[src/rtl/sram_wr_pkg.sv]
package sram_wr_pkg;
    typedef enum logic [2:0] {
        PH_IDLE,
        PH_SETUP,
        PH_PULSE,
        PH_HOLD,
        PH_DONE
    } phase_e;

    typedef enum logic {
        CY_IDLE,
        CY_BUSY
    } cyc_e;

    localparam int STROBE_WE = 0;
    localparam int STROBE_CS = 1;
    localparam int N_STROBES = 2;
endpackage

[src/rtl/wr_strobe_shaper.sv]
module wr_strobe_shaper
    import sram_wr_pkg::*;
#(
    parameter int TIME_W = 4
) (
    input  logic              clk,
    input  logic              rst_n,
    input  logic              start,
    input  logic              finish,
    input  logic [TIME_W-1:0] setup_i,
    input  logic [TIME_W-1:0] pulse_i,
    input  logic [TIME_W-1:0] hold_i,
    output logic              active_o,
    output logic              drive_o,
    output logic              last_o
);
    localparam logic [TIME_W-1:0] ONE  = TIME_W'(1);
    localparam logic [TIME_W-1:0] ZERO = '0;

    phase_e            phase, phase_n;
    logic [TIME_W-1:0] cnt, cnt_n;
    logic [TIME_W-1:0] pulse_r, hold_r;
    logic [TIME_W-1:0] pulse_eff;

    assign pulse_eff = (pulse_i == ZERO) ? ONE : pulse_i;

    // state register
    always_ff @(posedge clk) begin
        if (!rst_n) begin
            phase   <= PH_IDLE;
            cnt     <= ZERO;
            pulse_r <= ONE;
            hold_r  <= ZERO;
        end else begin
            phase <= phase_n;
            cnt   <= cnt_n;
            if (start && phase == PH_IDLE) begin
                pulse_r <= pulse_eff;
                hold_r  <= hold_i;
            end
        end
    end

    // next phase
    always_comb begin
        phase_n = phase;
        cnt_n   = cnt;
        unique case (phase)
            PH_IDLE: begin
                if (start) begin
                    if (setup_i != ZERO) begin
                        phase_n = PH_SETUP;
                        cnt_n   = setup_i - ONE;
                    end else begin
                        phase_n = PH_PULSE;
                        cnt_n   = pulse_eff - ONE;
                    end
                end
            end
            PH_SETUP: begin
                if (cnt == ZERO) begin
                    phase_n = PH_PULSE;
                    cnt_n   = pulse_r - ONE;
                end else begin
                    cnt_n = cnt - ONE;
                end
            end
            PH_PULSE: begin
                if (cnt == ZERO) begin
                    if (hold_r != ZERO) begin
                        phase_n = PH_HOLD;
                        cnt_n   = hold_r - ONE;
                    end else begin
                        phase_n = PH_DONE;
                    end
                end else begin
                    cnt_n = cnt - ONE;
                end
            end
            PH_HOLD: begin
                if (cnt == ZERO) begin
                    phase_n = PH_DONE;
                end else begin
                    cnt_n = cnt - ONE;
                end
            end
            PH_DONE: begin
                phase_n = PH_DONE;
            end
            default: begin
                phase_n = PH_IDLE;
                cnt_n   = ZERO;
            end
        endcase
        if (finish) begin
            phase_n = PH_IDLE;
            cnt_n   = ZERO;
        end
    end

    // outputs
    always_comb begin
        active_o = 1'b0;
        drive_o  = 1'b0;
        last_o   = 1'b0;
        unique case (phase)
            PH_IDLE:  ;
            PH_SETUP: ;
            PH_PULSE: begin
                active_o = 1'b1;
                drive_o  = 1'b1;
                last_o   = (cnt == ZERO) && (hold_r == ZERO);
            end
            PH_HOLD: begin
                drive_o = 1'b1;
                last_o  = (cnt == ZERO);
            end
            PH_DONE: begin
                drive_o = 1'b1;
                last_o  = 1'b1;
            end
            default: ;
        endcase
    end

    // once finished, a strobe stays finished until the transfer ends
    p_done_sticks_r4: assert property (@(posedge clk) disable iff (!rst_n)
        (phase == PH_DONE && !finish) |=> (phase == PH_DONE));

    // the drive window never closes before the transfer ends
    p_drive_holds_r7: assert property (@(posedge clk) disable iff (!rst_n)
        (drive_o && !finish) |=> drive_o);

    // every started shaper reaches its pulse phase
    p_setup_to_pulse_r6: assert property (@(posedge clk) disable iff (!rst_n)
        (phase == PH_SETUP && cnt == ZERO) |=> (phase == PH_PULSE));
endmodule

[src/rtl/wr_cycle_ctrl.sv]
module wr_cycle_ctrl
    import sram_wr_pkg::*;
#(
    parameter int ADDR_W = 24,
    parameter int DATA_W = 8
) (
    input  logic              clk,
    input  logic              rst_n,
    input  logic              req,
    input  logic [ADDR_W-1:0] addr_i,
    input  logic [DATA_W-1:0] data_i,
    input  logic              mode_i,
    input  logic              we_last,
    input  logic              cs_last,
    output logic              accept_o,
    output logic              ack_o,
    output logic              busy_o,
    output logic [ADDR_W-1:0] addr_o,
    output logic [DATA_W-1:0] data_o,
    output logic              mode_o
);
    cyc_e state, state_n;

    // state register and latched request
    always_ff @(posedge clk) begin
        if (!rst_n) begin
            state  <= CY_IDLE;
            addr_o <= '0;
            data_o <= '0;
            mode_o <= 1'b0;
        end else begin
            state <= state_n;
            if (accept_o) begin
                addr_o <= addr_i;
                data_o <= data_i;
                mode_o <= mode_i;
            end
        end
    end

    // outputs and next state
    always_comb begin
        state_n  = state;
        accept_o = 1'b0;
        ack_o    = 1'b0;
        busy_o   = 1'b0;
        unique case (state)
            CY_IDLE: begin
                if (req) begin
                    accept_o = 1'b1;
                    state_n  = CY_BUSY;
                end
            end
            CY_BUSY: begin
                busy_o = 1'b1;
                if (we_last && cs_last) begin
                    ack_o   = 1'b1;
                    state_n = CY_IDLE;
                end
            end
            default: state_n = CY_IDLE;
        endcase
    end

    p_ack_single_r3: assert property (@(posedge clk) disable iff (!rst_n)
        ack_o |=> !ack_o);

    p_no_accept_busy_r2: assert property (@(posedge clk) disable iff (!rst_n)
        busy_o |-> !accept_o);

    p_latch_stable_r9: assert property (@(posedge clk) disable iff (!rst_n)
        (busy_o && !ack_o) |=> (busy_o && $stable(addr_o) && $stable(data_o)));
endmodule

[src/rtl/sram_wr_sequencer.sv]
module sram_wr_sequencer
    import sram_wr_pkg::*;
#(
    parameter int ADDR_W = 24,
    parameter int DATA_W = 8,
    parameter int TIME_W = 4
) (
    input  logic              clk,
    input  logic              rst_n,
    input  logic              req,
    input  logic [ADDR_W-1:0] req_addr,
    input  logic [DATA_W-1:0] req_data,
    input  logic              req_data_by_we,
    input  logic [TIME_W-1:0] req_we_setup,
    input  logic [TIME_W-1:0] req_we_pulse,
    input  logic [TIME_W-1:0] req_we_hold,
    input  logic [TIME_W-1:0] req_cs_setup,
    input  logic [TIME_W-1:0] req_cs_pulse,
    input  logic [TIME_W-1:0] req_cs_hold,
    output logic              ack,
    output logic [ADDR_W-1:0] mem_addr,
    output logic [DATA_W-1:0] mem_data,
    output logic              mem_data_oe,
    output logic              mem_cs_n,
    output logic              mem_we_n
);
    logic accept, busy, mode;
    logic [TIME_W-1:0] setup_a [N_STROBES];
    logic [TIME_W-1:0] pulse_a [N_STROBES];
    logic [TIME_W-1:0] hold_a  [N_STROBES];
    logic [N_STROBES-1:0] act, drv, lst;

    assign setup_a[STROBE_WE] = req_we_setup;
    assign pulse_a[STROBE_WE] = req_we_pulse;
    assign hold_a[STROBE_WE]  = req_we_hold;
    assign setup_a[STROBE_CS] = req_cs_setup;
    assign pulse_a[STROBE_CS] = req_cs_pulse;
    assign hold_a[STROBE_CS]  = req_cs_hold;

    wr_cycle_ctrl #(.ADDR_W(ADDR_W), .DATA_W(DATA_W)) u_ctrl (
        .clk      (clk),
        .rst_n    (rst_n),
        .req      (req),
        .addr_i   (req_addr),
        .data_i   (req_data),
        .mode_i   (req_data_by_we),
        .we_last  (lst[STROBE_WE]),
        .cs_last  (lst[STROBE_CS]),
        .accept_o (accept),
        .ack_o    (ack),
        .busy_o   (busy),
        .addr_o   (mem_addr),
        .data_o   (mem_data),
        .mode_o   (mode)
    );

    for (genvar g = 0; g < N_STROBES; g++) begin : g_strobe
        wr_strobe_shaper #(.TIME_W(TIME_W)) u_shaper (
            .clk      (clk),
            .rst_n    (rst_n),
            .start    (accept),
            .finish   (ack),
            .setup_i  (setup_a[g]),
            .pulse_i  (pulse_a[g]),
            .hold_i   (hold_a[g]),
            .active_o (act[g]),
            .drive_o  (drv[g]),
            .last_o   (lst[g])
        );
    end

    assign mem_we_n    = ~act[STROBE_WE];
    assign mem_cs_n    = ~act[STROBE_CS];
    assign mem_data_oe = busy & (mode ? drv[STROBE_WE] : drv[STROBE_CS]);

    p_idle_quiet_r1: assert property (@(posedge clk) disable iff (!rst_n)
        !busy |-> (mem_cs_n && mem_we_n && !mem_data_oe && !ack));

    p_oe_until_end_r8: assert property (@(posedge clk) disable iff (!rst_n)
        (mem_data_oe && !ack) |=> mem_data_oe);

    p_ack_ends_busy_r3: assert property (@(posedge clk) disable iff (!rst_n)
        ack |=> !busy);
endmodule

[config.mk]
export PLATFORM = sky130hd
export DESIGN_NAME = sram_wr_sequencer
export DESIGN_NICKNAME = d
export VERILOG_FILES = /design/src/rtl/sram_wr_pkg.sv /design/src/rtl/wr_strobe_shaper.sv /design/src/rtl/wr_cycle_ctrl.sv /design/src/rtl/sram_wr_sequencer.sv
export SDC_FILE = /design/constraint.sdc
export NUM_CORES = 1
export LEC_CHECK = 0
export BUFFER_PORTS_ARGS = -buffer_cell sky130_fd_sc_hd__buf_2
export CORE_MARGIN = 2
export CORE_UTILIZATION = 40
export DETAILED_ROUTE_END_ITERATION = 10
export PLACE_DENSITY = 0.7
export SYNTH_ARGS = -nofsm -noshare
export SYNTH_HDL_FRONTEND = slang
export SYNTH_SLANG_ARGS = --single-unit
[constraint.sdc]
create_clock -name clk -period 2.1 [get_ports clk]
set_input_delay 0.42 -clock clk [delete_from_list [all_inputs] [get_ports clk]]
set_output_delay 0.42 -clock clk [all_outputs]
set_load 0.005 [all_outputs]
### Word level (Yosys, flattened, before mapping)

Index checks and enable logic that the tools add are counted.

| word-level totals | value |
|---|---|
| bits in registers | 64 |
| input port bits | 60 |
| output and inout port bits | 36 |

| cells by class | value |
|---|---|
| add/subtract/negate cells | 10 |
| eq/ne operators | 20 |
| mux-type cells | 44 |
| bitwise logic cells | 7 |
| reductions and logical operators | 24 |

Operators with widths:

| cell | count |
|---|---|
| 4-bit 2-to-1 mux | 14 |
| 4-bit case mux with 5 select lines | 2 |
| 4-bit by 1-bit subtractor with 4-bit output, second input constant | 10 |
| 3-bit 2-to-1 mux | 10 |
| 3-bit case mux with 5 select lines | 2 |
| 4-bit logical NOT | 6 |
| 4-bit AND reduction | 4 |
| 4-bit nonzero test | 4 |
| 2-bit by 1-bit != test with 1-bit output, second input constant | 7 |
| 3-bit by 2-bit equality test with 1-bit output, second input constant | 4 |
| 1-bit 2-to-1 mux | 11 |
| 3-bit by 1-bit equality test with 1-bit output, second input constant | 2 |
| 3-bit equality test, second input constant | 2 |
| 3-bit logical NOT | 2 |
| 2-bit != test, second input constant | 3 |
| 3-bit != test, second input constant | 2 |
| 1-bit inverter | 6 |
| 1-bit case mux with 3 select lines | 2 |
| 3-bit OR reduction | 2 |
| 1-bit logical AND | 5 |
| 2-bit 2-to-1 mux | 2 |
| 1-bit case mux with 2 select lines | 1 |
| 2-bit OR reduction | 1 |
| 1-bit bitwise AND | 1 |

### Longest topological paths before layout

| logic depth | value |
|---|---|
| depth after elaboration | 7 |
| gate-level depth with buffers | 9 |
| mapped depth without buffers | 8 |

### By module

From an unflattened synthesis, not the netlist that was laid out.

| unflattened totals | value |
|---|---|
| cells, all modules | 424 |
| area total of the unflattened synthesis | 3559.7 um^2 |

Modules (own cells, without submodules):

| module | times used | cells each | area an instance (um^2) | seq. area each (um^2) |
|---|---|---|---|---|
| wr_cycle_ctrl | 1 | 148 | 1397.6 | 680.7 |
| wr_strobe_shaper at g_strobe[0].u_shaper | 1 | 136 | 1073.5 | 300.3 |
| wr_strobe_shaper at g_strobe[1].u_shaper | 1 | 136 | 1064.8 | 300.3 |
| sram_wr_sequencer | 1 | 4 | 23.8 | 0.0 |

### Worst setup path after synthesis

Ideal clock, no wire load.

| timing path | value |
|---|---|
| path kind | flip-flop to output port |
| start point | register g_strobe[0].u_shaper.cnt[0] |
| end point | output port ack |
| data arrival time | 1.629 ns |
| required time | 1.680 ns |
| slack | 0.051 ns |
| stages on the path, launching flop included | 8 |
| cells stage by stage | dfxtp_1 -> inv_1 -> ha_1 -> or3b_1 -> buf_2 -> a211o_1 -> nand2_1 -> and3_1 |

| between the ends | value |
|---|---|
| word-level cells in the longest chain between the ends | 6 |

Ends and longest elaborated chain:

| what | line | text |
|---|---|---|
| start, declared | wr_strobe_shaper.sv:21 | `logic [TIME_W-1:0] cnt, cnt_n;` |
| start signal, assigned | wr_strobe_shaper.sv:36 | `cnt <= cnt_n;` |
| 4-bit logical NOT * | wr_strobe_shaper.sv:112, wr_strobe_shaper.sv:116 |  |
| 1-bit logical AND | wr_strobe_shaper.sv:112 | `last_o = (cnt == ZERO) && (hold_r == ZERO);` |
| 1-bit case mux with 3 select lines * | wr_strobe_shaper.sv:106 | `unique case (phase)` |
| 1-bit logical AND * | wr_cycle_ctrl.sv:56 | `if (we_last && cs_last) begin` |
| 1-bit 2-to-1 mux * | wr_cycle_ctrl.sv:56 |  |
| 1-bit 2-to-1 mux * | wr_cycle_ctrl.sv:47 | `unique case (state)` |
| end, declared | sram_wr_sequencer.sv:20 | `output logic ack,` |

Mark *: on every way between the ends. The rest lies on a longest branch, timed or not.

### Worst setup path after layout

| timing path | value |
|---|---|
| start point | register g_strobe[0].u_shaper.hold_r[0] |
| end point | output port ack |

| between the ends | value |
|---|---|
| word-level cells in the longest chain between the ends | 6 |

Ends and longest elaborated chain:

| what | line | text |
|---|---|---|
| start, declared | wr_strobe_shaper.sv:22 | `logic [TIME_W-1:0] pulse_r, hold_r;` |
| start signal, assigned | wr_strobe_shaper.sv:39 | `hold_r <= hold_i;` |
| 4-bit logical NOT | wr_strobe_shaper.sv:112 |  |
| 1-bit logical AND | wr_strobe_shaper.sv:112 |  |
| 1-bit case mux with 3 select lines | wr_strobe_shaper.sv:106 |  |
| 1-bit logical AND | wr_cycle_ctrl.sv:56 |  |
| 1-bit 2-to-1 mux | wr_cycle_ctrl.sv:56 |  |
| 1-bit 2-to-1 mux | wr_cycle_ctrl.sv:47 |  |

Every way passes these cells.

==> key figures <==
Floorplanning
  • Core area: 7810 um^2
  • Total I/O pin count: 96
  • Initial Utilization: 41.7%
  • Die H: 94.2 um
  • Die W: 94.2 um
  • Die Area: 8870 um^2
  • # rows: 32

Logic synthesis
  • Synth Flop Type: dfxtp_1
  • #FFs+latches synth: 64
  • Leading area contributor after synthesis: dfxtp_1
  • Syn Nets: 504
  • Top-count cell post-synth: nand2_1
  • Synth Cell Area: 3250 um^2
  • Post-synthesis sequential area ratio: 39.4%
  • Ys async rst share: 0%
  • Yosys Warn Count: 0
  • Top cell type's share of synthesized area: 39.4%
  • Syn Area/Cell: 7.48 um^2
  • Synth cell count leaders: nand2_1, dfxtp_1, a21oi_1
  • Synth area leaders: dfxtp_1, nand2_1, a21oi_1
  • Post-synth EDFFs: 0
  • Synth Instances: 435
  • Count of cell types in the netlist: 50

Worst setup path
  • Crit Path Class: reg2out
  • CP startpoint kind: register
  • Crit-path cells: inv_2, ha_4, or3b_4, a211o_1, nand2_2, and3_4, buf_6
  • CP bufs+invs: 2
  • Flop-to-flop setup slack: -0.14 ns
  • Crit Path Max Fanout: 2
  • RR Startpoint: g_strobe[0].u_shaper.hold_r[0]$_SDFFE_PN0P_
  • Worst Reg-to-Reg Cells: 13
  • RR Endpoint: g_strobe[0].u_shaper.cnt[0]$_SDFFE_PP0P_
  • Max incr delay on CP: 0.38 ns
  • Critical path's slowest cell: or3b_4
  • Crit path max-delay family: simple AND/OR/NAND/NOR gates
  • CP startpoint: g_strobe[0].u_shaper.hold_r[0]$_SDFFE_PN0P_
  • Worst path arrival time: 1.88 ns
  • Worst endpoint required time: 1.68 ns
  • Setup crit end kind: output pin

STA
  • Final Hold Fails: 0
  • Period utilisation layout: 110%
  • Worst Tran Pin Value: 0.623 ns
  • RSZ-0062 raised after global routing: yes
  • Final setup violation count: 16
  • Max Fclk: 0.434 GHz
  • Max transition margin: 58.1%
  • Post-layout min period: 2.30 ns
  • Max Slew Vio Count: 0
  • Worst Clk Skew: 0.0134 ns
  • Setup ws final: -0.205 ns

Clocking
  • H-Tree Depth: 3
  • Root Driver: clkbuf_8
  • CTS tree: yes
  • Clk sinks: 64
  • Clock-pin transition on the worst setup and hold timing paths: 0.08 ns
  • Hold Buf Count CTS: 0
  • CTS max path bufs: 2
  • Number of buffers created by CTS: 9
  • Worst-skew pair later-pin latency: 0.34 ns

Cells and area
  • Nets: 621
  • Final core utilization: 55.5%
  • Diode count: 0
  • Share of cells above drive strength 1: 30.7%
  • Area growth syn-to-layout: 33.1%

Worst hold path
  • HP Class: in2reg
  • Hold Path Depth: 3
  • Hold path endpoint: u_ctrl.data_o[5]$_SDFFE_PN0P_
  • Hold path start: req_data[5]

Placed design
  • Port Buf Inserts: 95
  • DPL Wire Length: 6.37 mm
  • Routability cong.: 0.865

GRT
  • Antenna violations before repair: 0
  • Global-route usage over all layers: 20.6%
  • Grt total ovfl: 0
  • First-pass GRT wire length: 14.8 mm
  • Vias in the first global route: 3277
  • Largest net degree at the start of global routing: 48

Routing
  • TritonRoute pass-1 iters: 5
  • Vias per cell: 5.29
  • 1st-iter DRT viols: 168
  • DRC viols: 0
  • WL/cell: 13.6 um
  • Final wirelength: 8.96 mm
  • Total number of vias: 3488
  • Antenna-violating nets left: 0

Run
  • Max-Cap Viols: 0

Run status
  • Status: complete, but fails checks
  • Violated checks: setup timing

Pwr
  • Leakage: 0.00187 uW
  • Cell Pwr Density: 1210 nW/um^2
  • Pwr Total: 5240 uW
  • Max VDD drop: 0.515 mV
layout by cell type (no fill, tap or decap), types with 6 or more instances in the layout:
cell	count
nand2b_1	6
a21oi_1	62
buf_4	30
nor2_1	16
nor4_1	6
clkbuf_8	10
nor3_1	22
dfxtp_1	59
a211oi_1	7
o21ai_0	11
inv_1	13
ha_1	7
nand2_1	113
buf_2	94
per-layer routing:
metal | global-route usage, % | up-vias | routed length (um)
met5 | 0 | - | 0
met4 | 7.00 | 0 | 155
met3 | 4.57 | 16 | 555
met2 | 33.1 | 100 | 4170
met1 | 27.3 | 1615 | 4080
li1 | - | 1757 | -
registers in the layout, indices dropped and copies added (netlist names):
name,count
g_strobe.u_shaper.pulse_r,8
u_ctrl.data_o,8
g_strobe.u_shaper.cnt,8
g_strobe.u_shaper.hold_r,8
g_strobe.u_shaper.phase,6
u_ctrl.mode_o,1
u_ctrl.state,1
u_ctrl.addr_o,24
worst reg2reg max path, stage by stage, from the launching register on:
cell     delay (ns)
dfxtp_2        0.33
inv_2          0.06
ha_4           0.13
or3b_4         0.38
a211o_1        0.30
nand2_2        0.08
buf_4          0.11
buf_6          0.08
buf_6          0.08
buf_6          0.08
buf_6          0.08
a31o_4         0.25
buf_4          0.15
a21oi_1        0.03
per-stage QoR:
step | TNS, ns | setup WS (ns) | std cells | area [um^2] | hold slack [ns]
6_report | -1.16 | -0.205 | 659 | 4330 | 0.319
5_1_grt | -2.60 | -0.282 | 659 | 4330 | 0.311
4_1_cts | -0.497 | -0.174 | 658 | 4300 | 0.308
3_5_place_dp | -0.0436 | -0.0436 | 630 | 3920 | 0.443
3_3_place_gp | 0 | 0.0763 | 630 | 3920 | 0.439
2_1_floorplan | 0 | 0.0505 | 435 | 3250 | 0.449
layout make-up:
type	count	area, um^2
fill	770	3480
tap	102	128
sequential	64	1290
clock buffer	10	138
timing repair buffer	129	752
inverter	17	63.8
clock inverter	6	91.3
multi-input combinational	331	1870
how the worst max path moves through the flow:
stage	to	slack [ns]	cells after the start
floorplan	ack	0.05	7
finish	ack	-0.20	7
global route	ack	-0.28	7
CTS	ack	-0.17	7
global placement	ack	0.08	7
detailed placement	g_strobe[0].u_shaper.cnt[3]$_SDFFE_PP0P_	-0.04	8
cells by family after synthesis:
| family | share of synthesized area, % |
|---|---|
| AO/OA/AOI/OAI | 23.6 |
| XOR/XNOR | 1.88 |
| adder cells (fa/ha/maj) | 3.46 |
| buffers and inverters | 4.92 |
| flip-flops | 39.4 |
| AND/OR/NAND/NOR | 26.7 |
power breakdown:
group	internal (uW)	switching (uW)	total, uW	leakage [uW]
Sequential	1420	213	1640	0.000528
Clock	705	520	1230	0.000105
Combinational	1130	1250	2370	0.00124
what timing repair did:
action / in CTS / in global routing
gates resized for setup: 19 / 9
setup buffers: 12 / 1
pin swaps: 8 / 2
setup endpoints to repair: 2 / 17
gates cloned: 0 / 0
No activity file was read; power rests on OpenSTA's default activity.
